`config.mk`:
```
export PLATFORM = sky130hd
export DESIGN_NAME = wpfifo_ctrl
export DESIGN_NICKNAME = d
export VERILOG_FILES = /design/src/rtl/wpf_pkg.sv /design/src/rtl/wpf_fifo.sv /design/src/rtl/wpf_csr.sv /design/src/rtl/wpfifo_ctrl.sv
export SDC_FILE = /design/constraint.sdc
export NUM_CORES = 1
export LEC_CHECK = 0
export BUFFER_PORTS_ARGS = -buffer_cell sky130_fd_sc_hd__buf_2
export CORE_MARGIN = 10
export CORE_UTILIZATION = 40
export CTS_CLUSTER_DIAMETER = 150
export DETAILED_ROUTE_END_ITERATION = 8
export GPL_TIMING_DRIVEN = 0
export HOLD_SLACK_MARGIN = 0.1
export PLACE_DENSITY = 0.65
export SLEW_MARGIN = 40
export SYNTH_ARGS = -nofsm -noshare
export SYNTH_HDL_FRONTEND = slang
export SYNTH_SLANG_ARGS = --single-unit
```
`constraint.sdc`:
```
create_clock -name clk -period 4.76 [get_ports clk]
set_input_delay 0.952 -clock clk [delete_from_list [all_inputs] [get_ports clk]]
set_output_delay 0.952 -clock clk [all_outputs]
set_load 0.05 [all_outputs]
```
`src/rtl/wpf_pkg.sv`:
```
package wpf_pkg;

    typedef enum logic [1:0] {
        ADR_TXDATA = 2'd0,
        ADR_RXDATA = 2'd1,
        ADR_CTRL   = 2'd2,
        ADR_STAT   = 2'd3
    } wpf_addr_e;

    // One flush sequence: pend is the software-visible bit, stage marks
    // that the queue has already been cleared.
    typedef struct packed {
        logic pend;
        logic stage;
    } flush_st_t;

    typedef struct packed {
        logic ovf;
        logic unf;
    } err_st_t;

endpackage

```
`src/rtl/wpf_fifo.sv`:
```
module wpf_fifo #(
    parameter int DATA_W = 32,
    parameter int DEPTH  = 8
) (
    input  logic                             clk,
    input  logic                             rst_n,
    input  logic                             clear_i,
    input  logic                             push_i,
    input  logic [DATA_W-1:0]                push_data_i,
    input  logic                             pop_i,
    output logic [DATA_W-1:0]                head_o,
    output logic [$clog2(DEPTH+1)-1:0]       count_o,
    output logic                             full_o,
    output logic                             empty_o
);
    localparam int PTR_W = (DEPTH > 1) ? $clog2(DEPTH) : 1;
    localparam int CNT_W = $clog2(DEPTH + 1);

    typedef struct packed {
        logic [PTR_W-1:0] wr;
        logic [PTR_W-1:0] rd;
        logic [CNT_W-1:0] cnt;
    } fifo_st_t;

    fifo_st_t          st_d, st_q;
    logic [DATA_W-1:0] mem_d [DEPTH];
    logic [DATA_W-1:0] mem_q [DEPTH];
    logic              do_push, do_pop;

    function automatic logic [PTR_W-1:0] ptr_next(input logic [PTR_W-1:0] p);
        return (p == PTR_W'(DEPTH - 1)) ? '0 : p + PTR_W'(1);
    endfunction

    assign full_o  = (st_q.cnt == CNT_W'(DEPTH));
    assign empty_o = (st_q.cnt == '0);
    assign count_o = st_q.cnt;
    assign head_o  = mem_q[st_q.rd];

    always_comb begin
        st_d    = st_q;
        mem_d   = mem_q;
        do_push = push_i && !full_o;
        do_pop  = pop_i && !empty_o;
        if (clear_i) begin
            st_d = '0;
        end else begin
            if (do_push) begin
                mem_d[st_q.wr] = push_data_i;
                st_d.wr        = ptr_next(st_q.wr);
            end
            if (do_pop) begin
                st_d.rd = ptr_next(st_q.rd);
            end
            st_d.cnt = st_q.cnt + CNT_W'(do_push) - CNT_W'(do_pop);
        end
    end

    always_ff @(posedge clk) begin
        if (!rst_n) st_q <= '0;
        else        st_q <= st_d;
    end

    always_ff @(posedge clk) begin
        mem_q <= mem_d;
    end

    AST_COUNT_BOUND: assert property (@(posedge clk) disable iff (!rst_n)
        st_q.cnt <= CNT_W'(DEPTH));
    AST_FULL_HOLDS: assert property (@(posedge clk) disable iff (!rst_n)
        (full_o && push_i && !pop_i && !clear_i) |=> full_o);
    AST_EMPTY_HOLDS: assert property (@(posedge clk) disable iff (!rst_n)
        (empty_o && pop_i && !push_i && !clear_i) |=> empty_o);
    AST_CLEAR_EMPTIES: assert property (@(posedge clk) disable iff (!rst_n)
        clear_i |=> empty_o);

endmodule

```
`src/rtl/wpf_csr.sv`:
```
module wpf_csr
    import wpf_pkg::*;
#(
    parameter int TRIG_W = 3
) (
    input  logic                  clk,
    input  logic                  rst_n,
    input  logic                  wr_i,
    input  logic [2*TRIG_W+1:0]   wdata_i,
    output logic [2*TRIG_W+1:0]   ctrl_o,
    output logic [TRIG_W-1:0]     tx_trig_o,
    output logic [TRIG_W-1:0]     rx_trig_o,
    output logic [1:0]            busy_o,
    output logic [1:0]            clear_o
);
    // Index 1 is the transmit direction, index 0 the receive direction,
    // matching the flush bit positions in the control word.
    typedef struct packed {
        logic [TRIG_W-1:0] tx_trig;
        logic [TRIG_W-1:0] rx_trig;
        flush_st_t [1:0]   fl;
    } csr_st_t;

    csr_st_t st_d, st_q;

    always_comb begin
        st_d = st_q;
        for (int i = 0; i < 2; i++) begin
            if (st_q.fl[i].pend && !st_q.fl[i].stage) begin
                st_d.fl[i].stage = 1'b1;
            end else if (st_q.fl[i].pend) begin
                st_d.fl[i] = '0;
            end
        end
        if (wr_i) begin
            st_d.tx_trig = wdata_i[2*TRIG_W+1 -: TRIG_W];
            st_d.rx_trig = wdata_i[TRIG_W+1 -: TRIG_W];
            for (int i = 0; i < 2; i++) begin
                if (wdata_i[i] && !st_q.fl[i].pend) begin
                    st_d.fl[i].pend  = 1'b1;
                    st_d.fl[i].stage = 1'b0;
                end
            end
        end
    end

    always_ff @(posedge clk) begin
        if (!rst_n) st_q <= '0;
        else        st_q <= st_d;
    end

    always_comb begin
        for (int i = 0; i < 2; i++) begin
            busy_o[i]  = st_q.fl[i].pend;
            clear_o[i] = st_q.fl[i].pend && !st_q.fl[i].stage;
        end
    end

    assign tx_trig_o = st_q.tx_trig;
    assign rx_trig_o = st_q.rx_trig;
    assign ctrl_o    = {st_q.tx_trig, st_q.rx_trig, busy_o};

    AST_FLUSH_ENDS: assert property (@(posedge clk) disable iff (!rst_n)
        (busy_o[1] && !clear_o[1]) |=> !busy_o[1]);

endmodule

```
`src/rtl/wpfifo_ctrl.sv`:
```
module wpfifo_ctrl
    import wpf_pkg::*;
#(
    parameter int DATA_W = 32,
    parameter int DEPTH  = 8,
    parameter int TRIG_W = 3
) (
    input  logic              clk,
    input  logic              rst_n,
    input  logic              bus_wr_i,
    input  logic              bus_rd_i,
    input  logic [1:0]        bus_addr_i,
    input  logic [DATA_W-1:0] bus_wdata_i,
    output logic [DATA_W-1:0] bus_rdata_o,
    output logic              eng_tx_valid_o,
    output logic [DATA_W-1:0] eng_tx_data_o,
    input  logic              eng_tx_ready_i,
    input  logic              eng_rx_valid_i,
    input  logic [DATA_W-1:0] eng_rx_data_i,
    output logic              eng_rx_ready_o,
    output logic              tx_req_o,
    output logic              rx_req_o,
    output logic              tx_ovf_o,
    output logic              rx_unf_o
);
    localparam int CNT_W  = $clog2(DEPTH + 1);
    localparam int CTRL_W = 2 * TRIG_W + 2;
    localparam int CMP_W  = ((CNT_W > TRIG_W) ? CNT_W : TRIG_W) + 1;

    logic [CTRL_W-1:0] ctrl_vec;
    logic [TRIG_W-1:0] tx_trig, rx_trig;
    logic [1:0]        busy, clear;
    logic              tx_busy, rx_busy, tx_clear, rx_clear;
    logic [CNT_W-1:0]  tx_cnt, rx_cnt, tx_free;
    logic              tx_full, tx_empty, rx_full, rx_empty;
    logic [DATA_W-1:0] rx_head;
    logic              tx_wr_hit, rx_rd_hit, tx_push, rx_pop, tx_pop, rx_push;
    err_st_t           err_d, err_q;

    wpf_csr #(.TRIG_W(TRIG_W)) u_csr (
        .clk       (clk),
        .rst_n     (rst_n),
        .wr_i      (bus_wr_i && (bus_addr_i == ADR_CTRL)),
        .wdata_i   (bus_wdata_i[CTRL_W-1:0]),
        .ctrl_o    (ctrl_vec),
        .tx_trig_o (tx_trig),
        .rx_trig_o (rx_trig),
        .busy_o    (busy),
        .clear_o   (clear)
    );

    assign tx_busy  = busy[1];
    assign rx_busy  = busy[0];
    assign tx_clear = clear[1];
    assign rx_clear = clear[0];

    assign tx_wr_hit = bus_wr_i && (bus_addr_i == ADR_TXDATA) && !tx_busy;
    assign rx_rd_hit = bus_rd_i && (bus_addr_i == ADR_RXDATA) && !rx_busy;
    assign tx_push   = tx_wr_hit;
    assign rx_pop    = rx_rd_hit;
    assign tx_pop    = eng_tx_valid_o && eng_tx_ready_i;
    assign rx_push   = eng_rx_valid_i && eng_rx_ready_o;

    wpf_fifo #(.DATA_W(DATA_W), .DEPTH(DEPTH)) u_txq (
        .clk         (clk),
        .rst_n       (rst_n),
        .clear_i     (tx_clear),
        .push_i      (tx_push),
        .push_data_i (bus_wdata_i),
        .pop_i       (tx_pop),
        .head_o      (eng_tx_data_o),
        .count_o     (tx_cnt),
        .full_o      (tx_full),
        .empty_o     (tx_empty)
    );

    wpf_fifo #(.DATA_W(DATA_W), .DEPTH(DEPTH)) u_rxq (
        .clk         (clk),
        .rst_n       (rst_n),
        .clear_i     (rx_clear),
        .push_i      (rx_push),
        .push_data_i (eng_rx_data_i),
        .pop_i       (rx_pop),
        .head_o      (rx_head),
        .count_o     (rx_cnt),
        .full_o      (rx_full),
        .empty_o     (rx_empty)
    );

    assign eng_tx_valid_o = !tx_empty && !tx_busy;
    assign eng_rx_ready_o = !rx_full && !rx_busy;

    assign tx_free  = CNT_W'(DEPTH) - tx_cnt;
    assign tx_req_o = CMP_W'(tx_free) >= (CMP_W'(tx_trig) + CMP_W'(1));
    assign rx_req_o = CMP_W'(rx_cnt)  >= (CMP_W'(rx_trig) + CMP_W'(1));

    always_comb begin
        err_d = err_q;
        if (tx_clear)                   err_d.ovf = 1'b0;
        else if (tx_wr_hit && tx_full)  err_d.ovf = 1'b1;
        if (rx_clear)                   err_d.unf = 1'b0;
        else if (rx_rd_hit && rx_empty) err_d.unf = 1'b1;
    end

    always_ff @(posedge clk) begin
        if (!rst_n) err_q <= '0;
        else        err_q <= err_d;
    end

    assign tx_ovf_o = err_q.ovf;
    assign rx_unf_o = err_q.unf;

    always_comb begin
        unique case (bus_addr_i)
            ADR_RXDATA: bus_rdata_o = rx_empty ? '0 : rx_head;
            ADR_CTRL:   bus_rdata_o = DATA_W'(ctrl_vec);
            ADR_STAT:   bus_rdata_o = DATA_W'({tx_free, rx_cnt});
            default:    bus_rdata_o = '0;
        endcase
    end

    AST_OVF_STICKY: assert property (@(posedge clk) disable iff (!rst_n)
        (tx_ovf_o && !tx_clear) |=> tx_ovf_o);
    AST_UNF_STICKY: assert property (@(posedge clk) disable iff (!rst_n)
        (rx_unf_o && !rx_clear) |=> rx_unf_o);
    AST_TX_FLUSH_EMPTY: assert property (@(posedge clk) disable iff (!rst_n)
        $fell(tx_busy) |-> tx_empty);
    AST_RX_FLUSH_EMPTY: assert property (@(posedge clk) disable iff (!rst_n)
        $fell(rx_busy) |-> rx_empty);
    AST_NO_RX_WHEN_FULL: assert property (@(posedge clk) disable iff (!rst_n)
        (rx_full && eng_rx_valid_i && !rx_pop && !rx_clear) |=> rx_full);

endmodule

```
* Word-level counts from Yosys, hierarchy flattened *
Index checks and enable logic that the tools add are counted.

cells by class
  bitwise operators = 7
  multipliers = 0
  shifts and indexed selects = 0
  eq/ne operators = 9
  add/sub/neg operators = 11
  reductions and logical operators = 36
  $lt $le $gt $ge = 8
  divide/modulo/power cells = 0
  multiplexer cells = 27

operators by type and width
  kind                                                                   number
  256-bit bitwise mux                                                    2
  32-bit two-way mux                                                     7
  32-bit binary-select mux with 3-bit select                             2
  32-bit demux with 3-bit select                                         2
  32-bit case mux with 3 select lines                                    1
  1-bit logical AND                                                      21
  4-bit greater-or-equal comparator (second input constant)              4
  3-bit NOT with 4-bit output                                            4
  3-bit by 1-bit adder with 3-bit output (second input constant)         4
  3-bit equality test (second input constant)                            4
  3-bit two-way mux                                                      4
  3-bit by 1-bit adder with 4-bit output (second input constant)         2
  4-bit by 1-bit adder with 4-bit output                                 2
  4-bit equality test (second input constant)                            2
  4-bit greater-or-equal comparator                                      2
  1-bit zero test                                                        8
  4-bit zero test                                                        2
  4-bit by 1-bit < comparator with 1-bit output (second input constant)  2
  4-bit by 1-bit subtractor with 4-bit output                            2
  1-bit two-way mux                                                      6
  2-bit equality test (second input constant)                            2
  2-bit two-way mux                                                      2
  4-bit two-way mux                                                      1
  2-bit AND reduction                                                    2
  5 further kinds                                                        8

storage, ports and cells
  ROM bits = 0
  RAM bits = 0
  logic and storage cells = 128
  output and inout port bits = 70
  register bits after elaboration = 544
  bits in latches = 0
  memories = 0

* Longest topological paths before layout *
Gate-level depths: netlist (run 1).

  depth in word-level cells = 7
  mapped depth = 12

* By module *
A second synthesis (run 1) with hierarchy kept.

second synthesis, totals
  cells, all modules = 1050
  area total of the unflattened synthesis = 21862.2 um^2

by module, submodules not included
  module            area an instance (um^2)  cells each  instances
  wpf_fifo (u_txq)  10276.1                  452         1
  wpf_fifo (u_rxq)  10271.1                  452         1
  wpfifo_ctrl       788.3                    97          1
  wpf_csr           526.8                    49          1

* Worst setup path before layout (run 1) *
OpenSTA, ideal clock, no wires.

  path type = input -> register
  start = in eng_rx_valid_i
  end = reg u_rxq.mem_q[224] (netlist name) (enable)
  library setup time = 461 ps
  setup slack = 412 ps
  path buffers = 0
  data required time = 4299 ps
  data arrival time = 3886 ps
  cell stages on the path = 4
  path through = nand2b_1 -> a21oi_2 -> or3b_1 -> nor3_1

between the ends
  longest elaborated chain between the ends = 3

ends and longest elaborated chain
  what                           line               text
  start, declared                wpfifo_ctrl.sv:18  input logic eng_rx_valid_i,
  1-bit logical AND              wpfifo_ctrl.sv:62  assign rx_push = eng_rx_valid_i && eng_rx_ready_o;
  1-bit logical AND              wpf_fifo.sv:42     do_push = push_i && !full_o;
  2-bit AND reduction (no line)  -
  end signal, assigned           wpf_fifo.sv:64     mem_q <= mem_d;
  end, declared                  wpf_fifo.sv:27     logic [DATA_W-1:0] mem_q [DEPTH];

Every way passes these cells.
A chain may end at the register's enable or synchronous reset.

* Final worst setup path (run 1) *
  start = reg u_rxq.st_q, in the netlist u_rxq.count_o[2]
  end = out bus_rdata_o[25]

between the ends
  longest elaborated chain between the ends = 3

ends and longest elaborated chain
  what                                 line                text
  start, declared                      wpf_fifo.sv:25      fifo_st_t st_d, st_q;
  start signal, assigned               wpf_fifo.sv:60      else st_q <= st_d;
  4-bit zero test                      wpf_fifo.sv:35      assign empty_o = (st_q.cnt == '0);
  32-bit two-way mux                   wpfifo_ctrl.sv:115  ADR_RXDATA: bus_rdata_o = rx_empty ? '0 : rx_head;
  32-bit case mux with 3 select lines  wpfifo_ctrl.sv:114  unique case (bus_addr_i)
  end, declared                        wpfifo_ctrl.sv:14   output logic [DATA_W-1:0] bus_rdata_o,

Every way passes these cells.

==> results.tsv, run 1 <==
stage	metric	value	unit
cts	post-CTS sizing	0	
power_and_ir_drop	internal power	8.53	mW
cts	Sinks on Clock Net	544	
cts	total setup buffers inserted after CTS	0	
cts	CTS HTree Levels	2	
sta	Slew HR	43.4	%
run_status	status	completed	
routing	DR vias/cell	5.26	
synthesis	Post-synth ARST share	0	%
setup_path	CP delay by family, top	buffers and inverters	
synthesis	cells after synthesis	1042	
floorplan	num ports	142	
cts	CTS tree	yes	
sta	fin. max-slew vios	0	
power_and_ir_drop	clock share of power	34.1	%
sta	final hold slack	0.482	ns
grt	largest net degree at the start of global routing	16	
final_layout	layout cells sized above 1	35.2	%
setup_path	r2r endpoint	u_rxq.mem_q[242]	
setup_path	reg2reg start	u_rxq.count_o[2]	
grt	first-pass GRT wire length	70700	um
cts	Reg clk slew, reported paths	0.06	ns
floorplan	Core Footprint	52900	sq um
floorplan	Die W	252	um
worst_hold_path	type of the worst min-delay path	flip-flop to flip-flop	
final_layout	fillers	4348	
setup_path	depth of the most critical reg-to-reg path	9	
synthesis	distinct cell type count after synthesis	43	
final_layout	Layout Cells excl Fill	2025	
synthesis	register bit total from synthesis	544	
sta	Final Hold Viols	0	
routing	post-route antenna net violation count	0	
placed_design	dpl cells	1919	
floorplan	die footprint	63400	sq um
placed_design	Placement Cell Area	24000	sq um
synthesis	Post-Syn Area	21500	sq um
sta	RSZ-0062 raised after global routing	false	
grt	initial antenna violation count	10	
final_layout	Final Instance Area	25700	sq um
final_layout	Multi-input gate area	5240	sq um
power_and_ir_drop	Pleak	8.50	nW
setup_path	critical path class	flip-flop to output pin	
sta	period utilisation layout	80.9	%
floorplan	Starting Density	40.7	%
cts	clock latency on the worst-skew pair	0.60	ns
grt	GRT Util Overall	14.7	%
placed_design	pre-CTS setup slack	1.03	ns
synthesis	yosys warns	0	
worst_hold_path	hold path start	tx_ovf_o	
power_and_ir_drop	total power	11.8	mW
power_and_ir_drop	PwrDens	460	nW/um^2
synthesis	cell taking the most area after synthesis	edfxtp_1	
routing	Routed WL per cell	23.1	um
setup_path	CP Max Fanout	10	
setup_path	CP Buf/Inv Count	4	
sta	Worst Setup Slack, final	0.910	ns
setup_path	Critical Path End Type	output pin	
setup_path	crit path DAT	2.90	ns
final_layout	NumNets Final	1397	
cts	cts bufs inserted	56	
placed_design	I/O Buffers	141	
worst_hold_path	Hold Crit Endpoint	tx_ovf_o	
setup_path	critical-path cell list	inv_1 -> ha_1 -> nor3b_1 -> or2_1 -> buf_2 -> buf_2 -> nor2_1 -> buf_2	
routing	initial DRC count	768	
setup_path	Required @ worst endpoint	3.81	ns
power_and_ir_drop	Sw Share	27.7	%
routing	DRC Markers	0	
sta	clock skew	0.0246	ns
grt	vias in the first global route	11354	
setup_path	CP most frequent cell	buf_2	
setup_path	nature of the critical path startpoint	flip-flop	
synthesis	Post-synth top flop	edfxtp_1	
synthesis	top cells by area, synth	edfxtp_1, mux4_2, dfxtp_1	
cts	cts hold-fix bufs	0	
power_and_ir_drop	Psw	3.27	mW
synthesis	Mapped Nets	1150	
floorplan	die height	252	um
routing	router iterations before antenna repair	5	
setup_path	CP max stage cell	nor3b_1	
power_and_ir_drop	Logic pwr share	19.6	%
setup_path	CP peak stage delay	0.34	ns
sta	Worst Tran Pin Value	0.850	ns
placed_design	hpwl dp	32000	um
setup_path	Worst R2R Setup Slack	1.49	ns
synthesis	Avg Inst Size Synth	20.6	sq um
routing	Routed Wire Length	46700	um
worst_hold_path	hold depth	2	
grt	global route overflow	0	
synthesis	register area share after synthesis	74.5	%
synthesis	Yosys top cell area share	71.5	%
floorplan	Rows	84	
routing	vias after detailed routing	10642	
placed_design	placer congestion estimate	0.760	
sta	Setup-failing EPs final	0	
sta	Max Clk Rate	0.260	GHz
cts	Clock Tree Buf Depth	3	
flow_run	max-cap violations	0	
power_and_ir_drop	Reg power frac	46.3	%
final_layout	register area	16000	sq um
sta	Period minus WS final	3.85	ns
power_and_ir_drop	Max VDD drop	0.000383	V
synthesis	EDFF count, synth	512	
final_layout	area delta synth->final	19.4	%
cts	CTS root buffer	clkbuf_16	
==> logic make-up (layout without fill, tap and decap cells) <==
family,Yosys count,after routing,share of synthesized area [%]
simple gates,136,136,3.25
buf+inv,71,364,1.69
flops,544,544,74.5
compound gates,45,45,1.44
fa+ha+maj,36,36,2.16
xor+xnor,8,8,0.326
mux,202,202,16.7
other cells,0,2,0
==> how the worst max path moves through the flow <==
| stage | startpoint | endpoint | cells past startpoint |
|---|---|---|---|
| 3_5_place_dp | bus_addr_i[1] | bus_rdata_o[6] | 6 |
| 3_3_place_gp | eng_rx_valid_i | u_rxq.mem_q[242] | 5 |
| 4_1_cts | u_rxq.count_o[2] | bus_rdata_o[6] | 7 |
| 2_1_floorplan | eng_rx_valid_i | u_rxq.mem_q[224] | 4 |
| 5_1_grt | u_rxq.count_o[2] | bus_rdata_o[25] | 8 |
| 6_report | u_rxq.count_o[2] | bus_rdata_o[25] | 8 |
==> registers in the layout, summed over array words and instances, names as in the netlist <==
register         cells
rx_unf_o             1
tx_ovf_o             1
u_csr.busy_o         2
u_csr.rx_trig_o      3
u_csr.st_q           2
u_csr.tx_trig_o      3
u_rxq.count_o        4
u_rxq.mem_q        256
u_rxq.st_q           6
u_txq.count_o        4
u_txq.mem_q        256
u_txq.st_q           6
==> metal layers <==
metal | vias to the layer above | routed length, um | track usage [%]
li1 | 4742 | - | -
met1 | 5498 | 18900 | 18.1
met2 | 292 | 23700 | 25.4
met3 | 90 | 3260 | 3.92
met4 | 20 | 822 | 3.64
met5 | - | 124 | 0
==> cell usage in the layout (no fill, tap or decap), types with 5 or more instances in the layout <==
master,instances
or3_1,5
nand2b_1,14
mux4_2,117
dfxtp_1,32
a21o_1,7
mux2_2,40
inv_1,25
xnor2_1,7
buf_6,12
o22ai_1,6
clkbuf_1,29
ha_1,34
nor2_1,48
nand2_1,14
buf_16,18
nor3b_1,5
edfxtp_1,512
clkinv_2,7
clkinv_1,13
a21oi_1,11
nor2b_1,20
mux2i_1,42
clkbuf_16,56
buf_8,9
buf_2,164
buf_4,14
nor2_4,12
==> cell type report <==
| class | count | share of cell area (%) |
|---|---|---|
| timing repair buffer | 189 | 5.80 |
| inverter | 25 | 0.366 |
| antenna | 2 | 0.0195 |
| buffer | 46 | 1.05 |
| tap | 688 | 3.35 |
| clock buffer | 74 | 5.84 |
| sequential | 544 | 62.4 |
| multi-input combinational | 427 | 20.4 |
| clock inverter | 30 | 0.765 |
==> through the flow <==
stage                     util, %  TNS, ns
after CTS                    48.5        0
after detailed placement     45.3        0
after floorplan                 -        0
after global placement       43.6  -291.98
after global routing         48.5        0
final                        48.6        0
==> cell usage after synthesis, drive strengths merged, types with 3 or more instances <==
cell and count:
a2111oi 4, a211oi 4, a21o 7, a21oi 12
buf 32, clkbuf 14, dfxtp 32, edfxtp 512
ha 34, inv 25, mux2 40, mux2i 42
mux4 120, nand2 15, nand2b 14, nand3 4
nand3b 3, nor2 60, nor2b 20, nor3 5
nor3b 5, o22ai 6, o32ai 4, or3 5
xnor2 7
==> worst reg2reg max path: stages (launching register included) <==
cell	delay (ns)
dfxtp_1	0.36
inv_1	0.09
ha_1	0.24
a21oi_2	0.34
or3b_1	0.55
nor3_2	0.47
buf_2	0.32
buf_4	0.22
buf_6	0.16
buf_2	0.21
==> power groups by stage <==
stage | clock (mW) | combinational [mW] | sequential [mW]
3_5_place_dp | 0 | 2.35 | 5.56
4_1_cts | 4.11 | 2.36 | 5.46
6_report | 4.03 | 2.31 | 5.46
2_1_floorplan | 0 | 1.67 | 5.55
5_1_grt | 4.31 | 2.50 | 5.47
3_3_place_gp | 0 | 2.25 | 5.57
Note: power is estimated with default switching activity, not from simulation.
==> run 2, diff against run 1 <==
- PLACE_DENSITY: 0.65 -> 0.67
- clock period: 4.76 -> 3.4 ns (I/O delays scaled with it)
==> run 2 against run 1 <==
Sequential cell count stayed put. Largest power group unchanged. Final area rose by 0.36%. Register-to-register slack worse by 0.98 ns. Clock-buffer cell count down 4. Critical endpoint is now bus_rdata_o[1]. Via count is 0.92% lower. Critical path type unchanged. Worst hold slack got worse by 0.14 ns. Largest cell class unchanged.
==> results.tsv, run 2 (same netlist as run 1, synthesis figures left out) <==
stage	metric	value	unit	change
run_status	status	completed		
routing	router iterations before antenna repair	5		unchanged
sta	Period minus WS final	3.35	ns	
power_and_ir_drop	total power	16.4	mW	+39%
placed_design	placer congestion estimate	0.755		-0.64%
grt	GRT Util Overall	14.6	%	-0.068 points
routing	DR vias/cell	5.24		-0.23%
power_and_ir_drop	PwrDens	636	nW/um^2	+38%
setup_path	CP Max Fanout	10		unchanged
final_layout	Top Registers	u_rxq.mem_q x256, u_txq.mem_q x256		
power_and_ir_drop	Max VDD drop	0.000457	V	+19%
sta	Worst Tran Pin Value	0.836	ns	-0.0140 ns
floorplan	Core Footprint	52900	sq um	unchanged
worst_hold_path	hold depth	1		-1
sta	clock skew	0.0267	ns	+0.00206 ns
cts	cts bufs inserted	54		-3.6%
placed_design	dpl cells	1910		-0.47%
setup_path	depth of the most critical reg-to-reg path	8		-1
routing	vias after detailed routing	10544		-0.92%
grt	largest net degree at the start of global routing	16		unchanged
worst_hold_path	type of the worst min-delay path	primary input to flip-flop		
cts	Reg clk slew, reported paths	0.06	ns	about the same
placed_design	I/O Buffers	141		unchanged
grt	first-pass GRT wire length	70400	um	-0.46%
routing	DRC Markers	0		unchanged
flow_run	max-cap violations	0		unchanged
final_layout	most frequent cells in the layout	edfxtp_1, buf_2, mux4_2, clkbuf_16, mux2i_1		
grt	vias in the first global route	11146		-1.8%
floorplan	die footprint	63400	sq um	unchanged
cts	CTS tree	yes		
setup_path	Worst Setup SP	u_rxq.count_o[2]		
cts	Clock Tree Buf Depth	3		unchanged
setup_path	reg2reg start	u_rxq.count_o[2]		
grt	global route overflow	0		unchanged
cts	Sinks on Clock Net	544		unchanged
setup_path	Required @ worst endpoint	2.72	ns	-1.09 ns
setup_path	Critical Path End Type	output pin		
placed_design	hpwl dp	32100	um	+0.32%
routing	Routed Wire Length	46600	um	-0.34%
setup_path	Worst R2R Setup Slack	0.51	ns	-0.98 ns
cts	CTS HTree Levels	2		unchanged
sta	Slew HR	44.3	%	+0.93 points
floorplan	Starting Density	40.7	%	unchanged
sta	Final Hold Viols	0		unchanged
final_layout	Layout Cells excl Fill	2011		-0.69%
final_layout	area delta synth->final	19.8	%	
floorplan	Rows	84		unchanged
cts	CTS root buffer	clkbuf_16		
routing	post-route antenna net violation count	0		unchanged
setup_path	r2r endpoint	u_rxq.mem_q[250]		
sta	RSZ-0062 raised after global routing	true		
final_layout	layout cells sized above 1	36.0	%	+0.83 points
floorplan	Die W	252	um	unchanged
routing	initial DRC count	823		+7.2%
floorplan	num ports	142		unchanged
setup_path	critical path class	flip-flop to output pin		
sta	period utilisation layout	98.4	%	
setup_path	crit path DAT	2.67	ns	-0.23 ns
final_layout	most common cell after layout, fill and taps aside	edfxtp_1		
worst_hold_path	Hold Crit Endpoint	u_txq.mem_q[182]		
final_layout	NumNets Final	1386		-0.79%
setup_path	nature of the critical path startpoint	flip-flop		
floorplan	die height	252	um	unchanged
routing	Routed WL per cell	23.2	um	+0.36%
grt	initial antenna violation count	8		-2
sta	fin. max-slew vios	0		unchanged
sta	Max Clk Rate	0.299	GHz	
power_and_ir_drop	Pleak	8.46	nW	-0.47%
cts	clock latency on the worst-skew pair	0.60	ns	about the same
final_layout	final core occ	48.7	%	+0.17 points
sta	Setup-failing EPs final	0		unchanged
worst_hold_path	hold path start	bus_wdata_i[22]		
## run 2: where the power goes
group | internal [mW] | total (mW) | switching (mW)
logic | 1.27 | 3.32 | 2.05
clock network | 3.03 | 5.43 | 2.39
registers | 7.56 | 7.65 | 0.0931
total | 11.9 | 16.4 | 4.54
## run 2: how the worst max path moves through the flow
stage                             to  slack [ns]  cells past startpoint
finish                bus_rdata_o[1]        0.05                      7
floorplan             bus_rdata_o[2]       -0.08                      3
CTS                   bus_rdata_o[5]       -0.01                      6
global placement    u_txq.mem_q[110]       -1.56                      5
global route          bus_rdata_o[9]       -0.03                      8
detailed placement    bus_rdata_o[5]        0.22                      5
## run 2: final cells by class
type,count,area [sq um]
multi-input cells,427,5320
fillers,4301,27100
plain buffers,46,302
repair buffers,180,1570
inverters,25,93.8
well taps,688,861
clock buffers,70,1430
flip-flops and latches,544,16000
clock inverters,29,164
diodes,2,5.00
## run 2: stage by stage
stage	cell area (sq um)	TNS, ns	hold slack, ns	setup WS, ns
6_report	25800	0	0.342	0.0530
2_1_floorplan	21500	-0.168	0.457	-0.0839
3_5_place_dp	24000	0	0.464	0.216
4_1_cts	25600	-0.0139	0.305	-0.0139
5_1_grt	25800	-0.0959	0.344	-0.0299
3_3_place_gp	23100	-663.65	0.458	-1.56
## run 2: routing by layer
layer | global-route usage, % | routed length, um | up-vias
li1 | - | - | 4720
met2 | 25.2 | 23700 | 278
met1 | 18.3 | 19000 | 5458
met5 | 0 | 60 | -
met3 | 3.52 | 2870 | 78
met4 | 3.91 | 931 | 10
## run 2: critical path, stage by stage, from the launching register on
cell and delay, ns:
dfxtp_1 0.36, inv_1 0.10, ha_1 0.21, nor3b_2 0.17, or2_4 0.31, clkbuf_4 0.23
o32ai_1 0.34, clkbuf_4 0.33
## run 2: repair_timing
action / CTS / global route
hold buffers: 0 / 0
gates resized for setup: 28 / 46
setup endpoints to repair: 52 / 37
pin swaps: 0 / 0
buffers inserted: 0 / 0
